[config.mk]
export PLATFORM = sky130hd
export DESIGN_NAME = dcc_node
export DESIGN_NICKNAME = d
export VERILOG_FILES = /design/src/rtl/dcc_pkg.sv /design/src/rtl/dcc_line_store.sv /design/src/rtl/dcc_out_port.sv /design/src/rtl/dcc_fsm.sv /design/src/rtl/dcc_node.sv
export SDC_FILE = /design/constraint.sdc
export NUM_CORES = 1
export LEC_CHECK = 0
export BUFFER_PORTS_ARGS = -buffer_cell sky130_fd_sc_hd__buf_2
export CAP_MARGIN = 5
export CORE_MARGIN = 2
export CORE_UTILIZATION = 57
export DETAILED_ROUTE_END_ITERATION = 12
export GPL_ROUTABILITY_DRIVEN = 0
export PLACE_DENSITY = 0.83
export REMOVE_ABC_BUFFERS = 1
export SETUP_SLACK_MARGIN = 0.02
export SLEW_MARGIN = 20
export SYNTH_ARGS = -nofsm -noshare
export SYNTH_HDL_FRONTEND = slang
export SYNTH_SLANG_ARGS = --single-unit
export TNS_END_PERCENT = 10
[constraint.sdc]
create_clock -name clk -period 8.09 [get_ports clk]
set_input_delay 0.4045 -clock clk [delete_from_list [all_inputs] [get_ports clk]]
set_output_delay 0.4045 -clock clk [all_outputs]
set_load 0.02 [all_outputs]
[src/rtl/dcc_pkg.sv]
package dcc_pkg;
  typedef enum logic [1:0] {
    LN_INV = 2'd0,
    LN_SHD = 2'd1,
    LN_EXC = 2'd2
  } line_st_e;

  localparam logic [2:0] MSG_RD_MISS   = 3'd1;
  localparam logic [2:0] MSG_WR_MISS   = 3'd2;
  localparam logic [2:0] MSG_WBACK     = 3'd3;
  localparam logic [2:0] MSG_INVAL     = 3'd4;
  localparam logic [2:0] MSG_FETCH     = 3'd5;
  localparam logic [2:0] MSG_FETCH_INV = 3'd6;
  localparam logic [2:0] MSG_REPLY     = 3'd7;

  typedef enum logic [2:0] {
    F_IDLE = 3'd0,
    F_VICT = 3'd1,
    F_MISS = 3'd2,
    F_WAIT = 3'd3,
    F_FWB  = 3'd4
  } fsm_e;
endpackage

[src/rtl/dcc_line_store.sv]
module dcc_line_store
  import dcc_pkg::*;
#(
  parameter int LINES  = 4,
  parameter int TAG_W  = 10,
  parameter int DATA_W = 16,
  localparam int IDX_W = $clog2(LINES)
) (
  input  logic              clk,
  input  logic              rst_n,
  input  logic [IDX_W-1:0]  a_idx,
  output line_st_e          a_st,
  output logic [TAG_W-1:0]  a_tag,
  output logic [DATA_W-1:0] a_data,
  input  logic [IDX_W-1:0]  b_idx,
  output line_st_e          b_st,
  output logic [TAG_W-1:0]  b_tag,
  output logic [DATA_W-1:0] b_data,
  input  logic              wr_en,
  input  logic [IDX_W-1:0]  wr_idx,
  input  line_st_e          wr_st,
  input  logic [TAG_W-1:0]  wr_tag,
  input  logic [DATA_W-1:0] wr_data
);
  line_st_e          st_q   [LINES];
  logic [TAG_W-1:0]  tag_q  [LINES];
  logic [DATA_W-1:0] data_q [LINES];

  always_ff @(posedge clk or negedge rst_n) begin
    if (!rst_n) begin
      for (int i = 0; i < LINES; i++) st_q[i] <= LN_INV;
    end else if (wr_en) begin
      st_q[wr_idx] <= wr_st;
    end
  end

  always_ff @(posedge clk or negedge rst_n) begin
    if (!rst_n) begin
      for (int i = 0; i < LINES; i++) begin
        tag_q[i]  <= '0;
        data_q[i] <= '0;
      end
    end else if (wr_en) begin
      tag_q[wr_idx]  <= wr_tag;
      data_q[wr_idx] <= wr_data;
    end
  end

  assign a_st   = st_q[a_idx];
  assign a_tag  = tag_q[a_idx];
  assign a_data = data_q[a_idx];
  assign b_st   = st_q[b_idx];
  assign b_tag  = tag_q[b_idx];
  assign b_data = data_q[b_idx];
endmodule

[src/rtl/dcc_out_port.sv]
module dcc_out_port #(
  parameter int ADDR_W = 12,
  parameter int DATA_W = 16
) (
  input  logic              clk,
  input  logic              rst_n,
  input  logic              load,
  input  logic [2:0]        ld_type,
  input  logic [ADDR_W-1:0] ld_addr,
  input  logic [DATA_W-1:0] ld_data,
  input  logic              out_ready,
  output logic              out_valid,
  output logic [2:0]        out_type,
  output logic [ADDR_W-1:0] out_addr,
  output logic [DATA_W-1:0] out_data,
  output logic              fire
);
  assign fire = out_valid && out_ready;

  always_ff @(posedge clk or negedge rst_n) begin
    if (!rst_n) begin
      out_valid <= 1'b0;
      out_type  <= '0;
      out_addr  <= '0;
      out_data  <= '0;
    end else if (load) begin
      out_valid <= 1'b1;
      out_type  <= ld_type;
      out_addr  <= ld_addr;
      out_data  <= ld_data;
    end else if (fire) begin
      out_valid <= 1'b0;
    end
  end
endmodule

[src/rtl/dcc_fsm.sv]
module dcc_fsm
  import dcc_pkg::*;
#(
  parameter int ADDR_W = 12,
  parameter int DATA_W = 16,
  parameter int LINES  = 4,
  localparam int IDX_W = $clog2(LINES),
  localparam int TAG_W = ADDR_W - IDX_W
) (
  input  logic              clk,
  input  logic              rst_n,
  input  logic              cpu_req_valid,
  output logic              cpu_req_ready,
  input  logic              cpu_req_write,
  input  logic [ADDR_W-1:0] cpu_req_addr,
  input  logic [DATA_W-1:0] cpu_req_wdata,
  output logic              cpu_rsp_valid,
  output logic [DATA_W-1:0] cpu_rsp_rdata,
  input  logic              in_valid,
  output logic              in_ready,
  input  logic [2:0]        in_type,
  input  logic [ADDR_W-1:0] in_addr,
  input  logic [DATA_W-1:0] in_data,
  output logic [IDX_W-1:0]  a_idx,
  input  line_st_e          a_st,
  input  logic [TAG_W-1:0]  a_tag,
  input  logic [DATA_W-1:0] a_data,
  output logic [IDX_W-1:0]  b_idx,
  input  line_st_e          b_st,
  input  logic [TAG_W-1:0]  b_tag,
  input  logic [DATA_W-1:0] b_data,
  output logic              wr_en,
  output logic [IDX_W-1:0]  wr_idx,
  output line_st_e          wr_st,
  output logic [TAG_W-1:0]  wr_tag,
  output logic [DATA_W-1:0] wr_data,
  output logic              ld,
  output logic [2:0]        ld_type,
  output logic [ADDR_W-1:0] ld_addr,
  output logic [DATA_W-1:0] ld_data,
  input  logic              out_fire
);
  fsm_e              st_q, st_d, ret_q, ret_d;
  logic              req_we_q, req_we_d;
  logic [ADDR_W-1:0] req_addr_q, req_addr_d;
  logic [DATA_W-1:0] req_wdata_q, req_wdata_d;
  logic              rsp_v_q, rsp_v_d;
  logic [DATA_W-1:0] rsp_data_q, rsp_data_d;

  logic              in_fire, cpu_fire, a_hit, b_hit;
  logic [TAG_W-1:0]  cpu_tag, in_tag, req_tag;
  logic [IDX_W-1:0]  req_idx;

  assign in_ready      = (st_q == F_IDLE) || (st_q == F_WAIT);
  assign in_fire       = in_valid && in_ready;
  assign cpu_req_ready = (st_q == F_IDLE) && !in_valid;
  assign cpu_fire      = cpu_req_valid && cpu_req_ready;

  assign a_idx   = cpu_req_addr[IDX_W-1:0];
  assign cpu_tag = cpu_req_addr[ADDR_W-1:IDX_W];
  assign b_idx   = in_addr[IDX_W-1:0];
  assign in_tag  = in_addr[ADDR_W-1:IDX_W];
  assign req_idx = req_addr_q[IDX_W-1:0];
  assign req_tag = req_addr_q[ADDR_W-1:IDX_W];

  assign a_hit = (a_st != LN_INV) && (a_tag == cpu_tag);
  assign b_hit = (b_st != LN_INV) && (b_tag == in_tag);

  assign cpu_rsp_valid = rsp_v_q;
  assign cpu_rsp_rdata = rsp_data_q;

  always_comb begin
    st_d        = st_q;
    ret_d       = ret_q;
    req_we_d    = req_we_q;
    req_addr_d  = req_addr_q;
    req_wdata_d = req_wdata_q;
    rsp_v_d     = 1'b0;
    rsp_data_d  = rsp_data_q;
    wr_en       = 1'b0;
    wr_idx      = a_idx;
    wr_st       = LN_INV;
    wr_tag      = a_tag;
    wr_data     = a_data;
    ld          = 1'b0;
    ld_type     = MSG_RD_MISS;
    ld_addr     = req_addr_q;
    ld_data     = '0;
    case (st_q)
      F_IDLE, F_WAIT: begin
        if (in_fire) begin
          case (in_type)
            MSG_INVAL: begin
              if (b_hit && b_st == LN_SHD) begin
                wr_en   = 1'b1;
                wr_idx  = b_idx;
                wr_st   = LN_INV;
                wr_tag  = b_tag;
                wr_data = b_data;
              end
            end
            MSG_FETCH, MSG_FETCH_INV: begin
              if (b_hit && b_st == LN_EXC) begin
                wr_en   = 1'b1;
                wr_idx  = b_idx;
                wr_st   = (in_type == MSG_FETCH) ? LN_SHD : LN_INV;
                wr_tag  = b_tag;
                wr_data = b_data;
                ld      = 1'b1;
                ld_type = MSG_WBACK;
                ld_addr = in_addr;
                ld_data = b_data;
                ret_d   = st_q;
                st_d    = F_FWB;
              end
            end
            MSG_REPLY: begin
              if (st_q == F_WAIT) begin
                wr_en      = 1'b1;
                wr_idx     = req_idx;
                wr_st      = req_we_q ? LN_EXC : LN_SHD;
                wr_tag     = req_tag;
                wr_data    = req_we_q ? req_wdata_q : in_data;
                rsp_v_d    = 1'b1;
                rsp_data_d = req_we_q ? req_wdata_q : in_data;
                st_d       = F_IDLE;
              end
            end
            default: ;
          endcase
        end else if (cpu_fire) begin
          if (a_hit && !cpu_req_write) begin
            rsp_v_d    = 1'b1;
            rsp_data_d = a_data;
          end else if (a_hit && a_st == LN_EXC) begin
            wr_en      = 1'b1;
            wr_st      = LN_EXC;
            wr_data    = cpu_req_wdata;
            rsp_v_d    = 1'b1;
            rsp_data_d = cpu_req_wdata;
          end else begin
            req_we_d    = cpu_req_write;
            req_addr_d  = cpu_req_addr;
            req_wdata_d = cpu_req_wdata;
            wr_en       = 1'b1;
            wr_st       = LN_INV;
            ld          = 1'b1;
            if (a_st == LN_EXC) begin
              ld_type = MSG_WBACK;
              ld_addr = {a_tag, a_idx};
              ld_data = a_data;
              st_d    = F_VICT;
            end else begin
              ld_type = cpu_req_write ? MSG_WR_MISS : MSG_RD_MISS;
              ld_addr = cpu_req_addr;
              st_d    = F_MISS;
            end
          end
        end
      end
      F_VICT: begin
        if (out_fire) begin
          ld      = 1'b1;
          ld_type = req_we_q ? MSG_WR_MISS : MSG_RD_MISS;
          ld_addr = req_addr_q;
          st_d    = F_MISS;
        end
      end
      F_MISS: if (out_fire) st_d = F_WAIT;
      F_FWB:  if (out_fire) st_d = ret_q;
      default: st_d = F_IDLE;
    endcase
  end

  always_ff @(posedge clk or negedge rst_n) begin
    if (!rst_n) begin
      st_q        <= F_IDLE;
      ret_q       <= F_IDLE;
      req_we_q    <= 1'b0;
      req_addr_q  <= '0;
      req_wdata_q <= '0;
      rsp_v_q     <= 1'b0;
      rsp_data_q  <= '0;
    end else begin
      st_q        <= st_d;
      ret_q       <= ret_d;
      req_we_q    <= req_we_d;
      req_addr_q  <= req_addr_d;
      req_wdata_q <= req_wdata_d;
      rsp_v_q     <= rsp_v_d;
      rsp_data_q  <= rsp_data_d;
    end
  end
endmodule

[src/rtl/dcc_node.sv]
module dcc_node
  import dcc_pkg::*;
#(
  parameter int ADDR_W  = 12,
  parameter int DATA_W  = 16,
  parameter int NODE_W  = 2,
  parameter int NODE_ID = 1,
  parameter int LINES   = 4,
  localparam int IDX_W  = $clog2(LINES),
  localparam int TAG_W  = ADDR_W - IDX_W
) (
  input  logic              clk,
  input  logic              rst_n,
  input  logic              cpu_req_valid,
  output logic              cpu_req_ready,
  input  logic              cpu_req_write,
  input  logic [ADDR_W-1:0] cpu_req_addr,
  input  logic [DATA_W-1:0] cpu_req_wdata,
  output logic              cpu_rsp_valid,
  output logic [DATA_W-1:0] cpu_rsp_rdata,
  output logic              msg_out_valid,
  input  logic              msg_out_ready,
  output logic [2:0]        msg_out_type,
  output logic [NODE_W-1:0] msg_out_node,
  output logic [ADDR_W-1:0] msg_out_addr,
  output logic [DATA_W-1:0] msg_out_data,
  input  logic              msg_in_valid,
  output logic              msg_in_ready,
  input  logic [2:0]        msg_in_type,
  input  logic [ADDR_W-1:0] msg_in_addr,
  input  logic [DATA_W-1:0] msg_in_data
);
  logic [IDX_W-1:0]  a_idx, b_idx, wr_idx;
  line_st_e          a_st, b_st, wr_st;
  logic [TAG_W-1:0]  a_tag, b_tag, wr_tag;
  logic [DATA_W-1:0] a_data, b_data, wr_data, ld_data;
  logic              wr_en, ld, out_fire;
  logic [2:0]        ld_type;
  logic [ADDR_W-1:0] ld_addr;

  assign msg_out_node = NODE_W'(NODE_ID);

  dcc_line_store #(.LINES(LINES), .TAG_W(TAG_W), .DATA_W(DATA_W)) u_store (
    .clk(clk), .rst_n(rst_n),
    .a_idx(a_idx), .a_st(a_st), .a_tag(a_tag), .a_data(a_data),
    .b_idx(b_idx), .b_st(b_st), .b_tag(b_tag), .b_data(b_data),
    .wr_en(wr_en), .wr_idx(wr_idx), .wr_st(wr_st), .wr_tag(wr_tag), .wr_data(wr_data)
  );

  dcc_out_port #(.ADDR_W(ADDR_W), .DATA_W(DATA_W)) u_out (
    .clk(clk), .rst_n(rst_n),
    .load(ld), .ld_type(ld_type), .ld_addr(ld_addr), .ld_data(ld_data),
    .out_ready(msg_out_ready), .out_valid(msg_out_valid), .out_type(msg_out_type),
    .out_addr(msg_out_addr), .out_data(msg_out_data), .fire(out_fire)
  );

  dcc_fsm #(.ADDR_W(ADDR_W), .DATA_W(DATA_W), .LINES(LINES)) u_fsm (
    .clk(clk), .rst_n(rst_n),
    .cpu_req_valid(cpu_req_valid), .cpu_req_ready(cpu_req_ready),
    .cpu_req_write(cpu_req_write), .cpu_req_addr(cpu_req_addr),
    .cpu_req_wdata(cpu_req_wdata), .cpu_rsp_valid(cpu_rsp_valid),
    .cpu_rsp_rdata(cpu_rsp_rdata),
    .in_valid(msg_in_valid), .in_ready(msg_in_ready), .in_type(msg_in_type),
    .in_addr(msg_in_addr), .in_data(msg_in_data),
    .a_idx(a_idx), .a_st(a_st), .a_tag(a_tag), .a_data(a_data),
    .b_idx(b_idx), .b_st(b_st), .b_tag(b_tag), .b_data(b_data),
    .wr_en(wr_en), .wr_idx(wr_idx), .wr_st(wr_st), .wr_tag(wr_tag), .wr_data(wr_data),
    .ld(ld), .ld_type(ld_type), .ld_addr(ld_addr), .ld_data(ld_data),
    .out_fire(out_fire)
  );
endmodule

==> summary.txt <==
Clock network
  – Quantity of gates resized following cts: 0
  – Worst-Skew Late Latency: 440 ps
  – CTS tree: built
  – Hold-fix buffers, CTS: 0
  – Setup bufs post-CTS: 0
  – CTS Buf Count: 17
  – CTS Sinks: 195
  – CTS Buffer Depth: 2
  – Root Buffer: clkbuf_16
  – CTS H-tree depth: 4
  – Clock transition at path regs: 70 ps

Critical path
  – CP cell instances: buf_2 -> nand3_1 -> or3_1 -> nor2_1 -> a22o_1 -> a211o_1 -> a21boi_1 -> nand2_2 -> mux2_1
  – Setup crit start kind: primary input
  – Worst-path maximum fanout: 28
  – Crit path DAT: 4800 ps
  – Critical Path RT: 8410 ps
  – CP endpoint kind: register
  – CP max stage cell: or3_1
  – Critical path class: primary input to register
  – CP peak stage delay: 980 ps

STA
  – Max_slew headroom: 27.2%
  – Unrepaired setup endpoints after global routing: false
  – Max Freq: 223 MHz
  – Slew Limit Fails: 0
  – Worst Hold Slack: roughly 40 ps
  – Setup violators final: 0
  – Final worst path period need: 4490 ps
  – Worst-Margin Slew: 1090 ps
  – Setup Total Neg Slack: 0 ps
  – Max Clock Skew: just over 7 ps
  – Tcrit/Tclk final: between 50% and 60%
  – Final Hold Viols: 0

Finish
  – Most frequent cells in the layout: nand2_1, dfrtp_1, buf_2, mux2_2, o21ai_0
  – Nets: 1266
  – Util after Layout: 65.6%
  – Area Growth Syn to Fin: 12.0%
  – FILL cells: 1492
  – Ratio of cells with drive above 1 in the final layout: 27.5%
  – Most common cell after layout, fill and taps aside: nand2_1

Global route
  – GRT Resource Usage Total: 30.8%
  – Vias in the first global route: 9759
  – Grt total ovfl: 0
  – Initial antenna violation count: 2
  – Global-route wire length before repair: 51700 um
  – Largest net degree at the start of global routing: 116

Drt
  – First-iteration detailed-routing DRC count: 1419
  – Post-route ant nets: 0
  – DR DRC count: 1
  – Wire per inst: 21.9 um
  – Drt first pass iters: 12
  – Routed WL: 32400 um
  – Post-DR vias/cell: 6.58
  – Via count: a little under 10000

Floorplanning
  – Top Ports: 118
  – Starting density of the core: 58.6%
  – DIE WIDTH: approximately 150 um
  – Row count: 51
  – Die Ht: 146 um
  – Core Area: 0.0197 mm^2
  – Die area: 0.0213 mm^2

Pwr
  – Power Density: between 200 and 300 mW/mm^2
  – Leak pwr: 6.01 nW
  – Max VDD drop: ~0.14 mV

Synthesis
  – Post-synthesis register bit count: around 200
  – Synth cell types: 65
  – Async SR Flop Fraction: 100%
  – Sequential area share after synthesis: 42.4%
  – Primary FF master, synth: dfrtp_1
  – Synthesized area per cell: 10.2 um^2
  – Synth warn: 0
  – Mapped Cells: ~1100
  – Mapped cell area: 0.0115 mm^2
  – Number of synthesized flops with an enable pin: 0

Run status
  – Status: complete, but fails checks
  – Violated checks: design-rule violations

Place
  – Dpl hpwl: 20400 um
  – Port Buffers: 114

Hold path
  – Hold Crit Class: primary input to async pin

Job
  – Total of max-cap violations: 0
cell type report:
type | count | area, um^2 | area share, %
Sequential cell | 195 | 4880 | 37.8
Clock buffer | 20 | 447 | 3.46
Clock inverter | 11 | 199 | 1.54
Tap cell | 265 | 332 | 2.57
Timing Repair Buffer | 132 | 726 | 5.63
Multi-Input combinational cell | 827 | 6200 | 48.1
Antenna cell | 1 | 2.50 | 0.0194
Inverter | 28 | 105 | 0.815
worst max-delay path: cells and delay by family:
| family | cells | cell delay (ps) |
|---|---|---|
| AOI/OAI and AO/OA | 3 | 600 |
| and+or+nand+nor | 4 | 2760 |
| buffers and inverters | 1 | 470 |
| muxes | 1 | 530 |
registers in the layout (all words and copies together), names as in the netlist, 3 cells and up:
name	cells
u_fsm.req_addr_q	12
u_store.data_q	64
u_store.tag_q	40
u_fsm.st_q	3
u_out.out_data	16
u_out.out_addr	12
u_fsm.cpu_rsp_rdata	16
u_fsm.req_wdata_q	16
u_store.st_q	8
u_fsm.ret_q	3
through the flow:
step	power [mW]	std cells	worst slack (ps)	instance area [um^2]
2_1_floorplan	2.17	1050	2990	11200
3_3_place_gp	2.53	1445	3110	12200
3_5_place_dp	2.58	1445	3010	12200
4_1_cts	3.52	1476	3430	12900
5_1_grt	3.72	1479	3490	12900
6_report	3.55	1479	3600	12900
synthesized netlist by cell type (7+ instances only):
library cell,number,share of area (%)
mux2_2,108,11
buf_4,10,0.65
inv_1,28,0.91
a22o_1,16,1.2
nand2b_1,7,0.38
o31ai_1,10,0.65
a22oi_1,20,1.3
o21ai_0,92,4.0
nor2_1,52,1.7
nand2_1,205,6.7
a221o_1,7,0.61
xnor2_1,16,1.2
a21oi_1,62,2.7
clkbuf_1,53,1.7
mux2_1,20,2.0
mux4_2,47,9.2
o21a_1,10,0.65
nand3_1,8,0.35
dfrtp_1,195,42
mux2i_1,34,3.0
buf_2,9,0.39
o22ai_1,24,1.3
where the power goes:
group | leakage, nW | total [mW] | switching [mW] | internal, mW
clock | 0.309 | 0.937 | 0.378 | 0.559
combinational | 3.12 | 1.19 | 0.718 | 0.473
sequential | 2.58 | 1.42 | 0.193 | 1.23
total | 6.01 | 3.55 | 1.29 | 2.26
layer usage:
layer	global-route usage, %	share of wire [%]
met5	0	0.049
met4	13.5	3.3
met3	6.31	9.9
met2	49.8	49
met1	40.5	38
final timing paths:
check	cells past startpoint	from	slack, ps	to
worst max-delay path	9	msg_in_type[2]	3600	u_store.tag_q[26]$_DFFE_PN0P_
worst min-delay path	1	rst_n	40	u_store.tag_q[1]$_DFFE_PN0P_
worst max register to register	9	u_fsm.st_q[1]$_DFFE_PN0P_	3640	u_store.tag_q[17]$_DFFE_PN0P_
worst min register to register	2	u_out.out_data[9]$_DFFE_PN0P_	470	u_out.out_data[9]$_DFFE_PN0P_
max in group asynchronous	2	rst_n	6830	u_fsm.cpu_rsp_rdata[13]$_DFFE_PN0P_
min in group clk	2	msg_out_ready	170	u_out.out_valid$_DFFE_PN0P_
logic make-up (layout without fill, tap and decap cells):
logic type,Yosys count,after routing,share of synthesized area (%)
muxes,209,209,24.7
DFF,195,195,42.4
and+or+nand+nor,321,321,12.5
other,2,4,0.0653
buffers and inverters,107,191,3.92
AOI/OAI and AO/OA,274,274,14.9
xor gates and xnor gates,20,20,1.52
No activity file was read; power rests on OpenSTA's default activity.
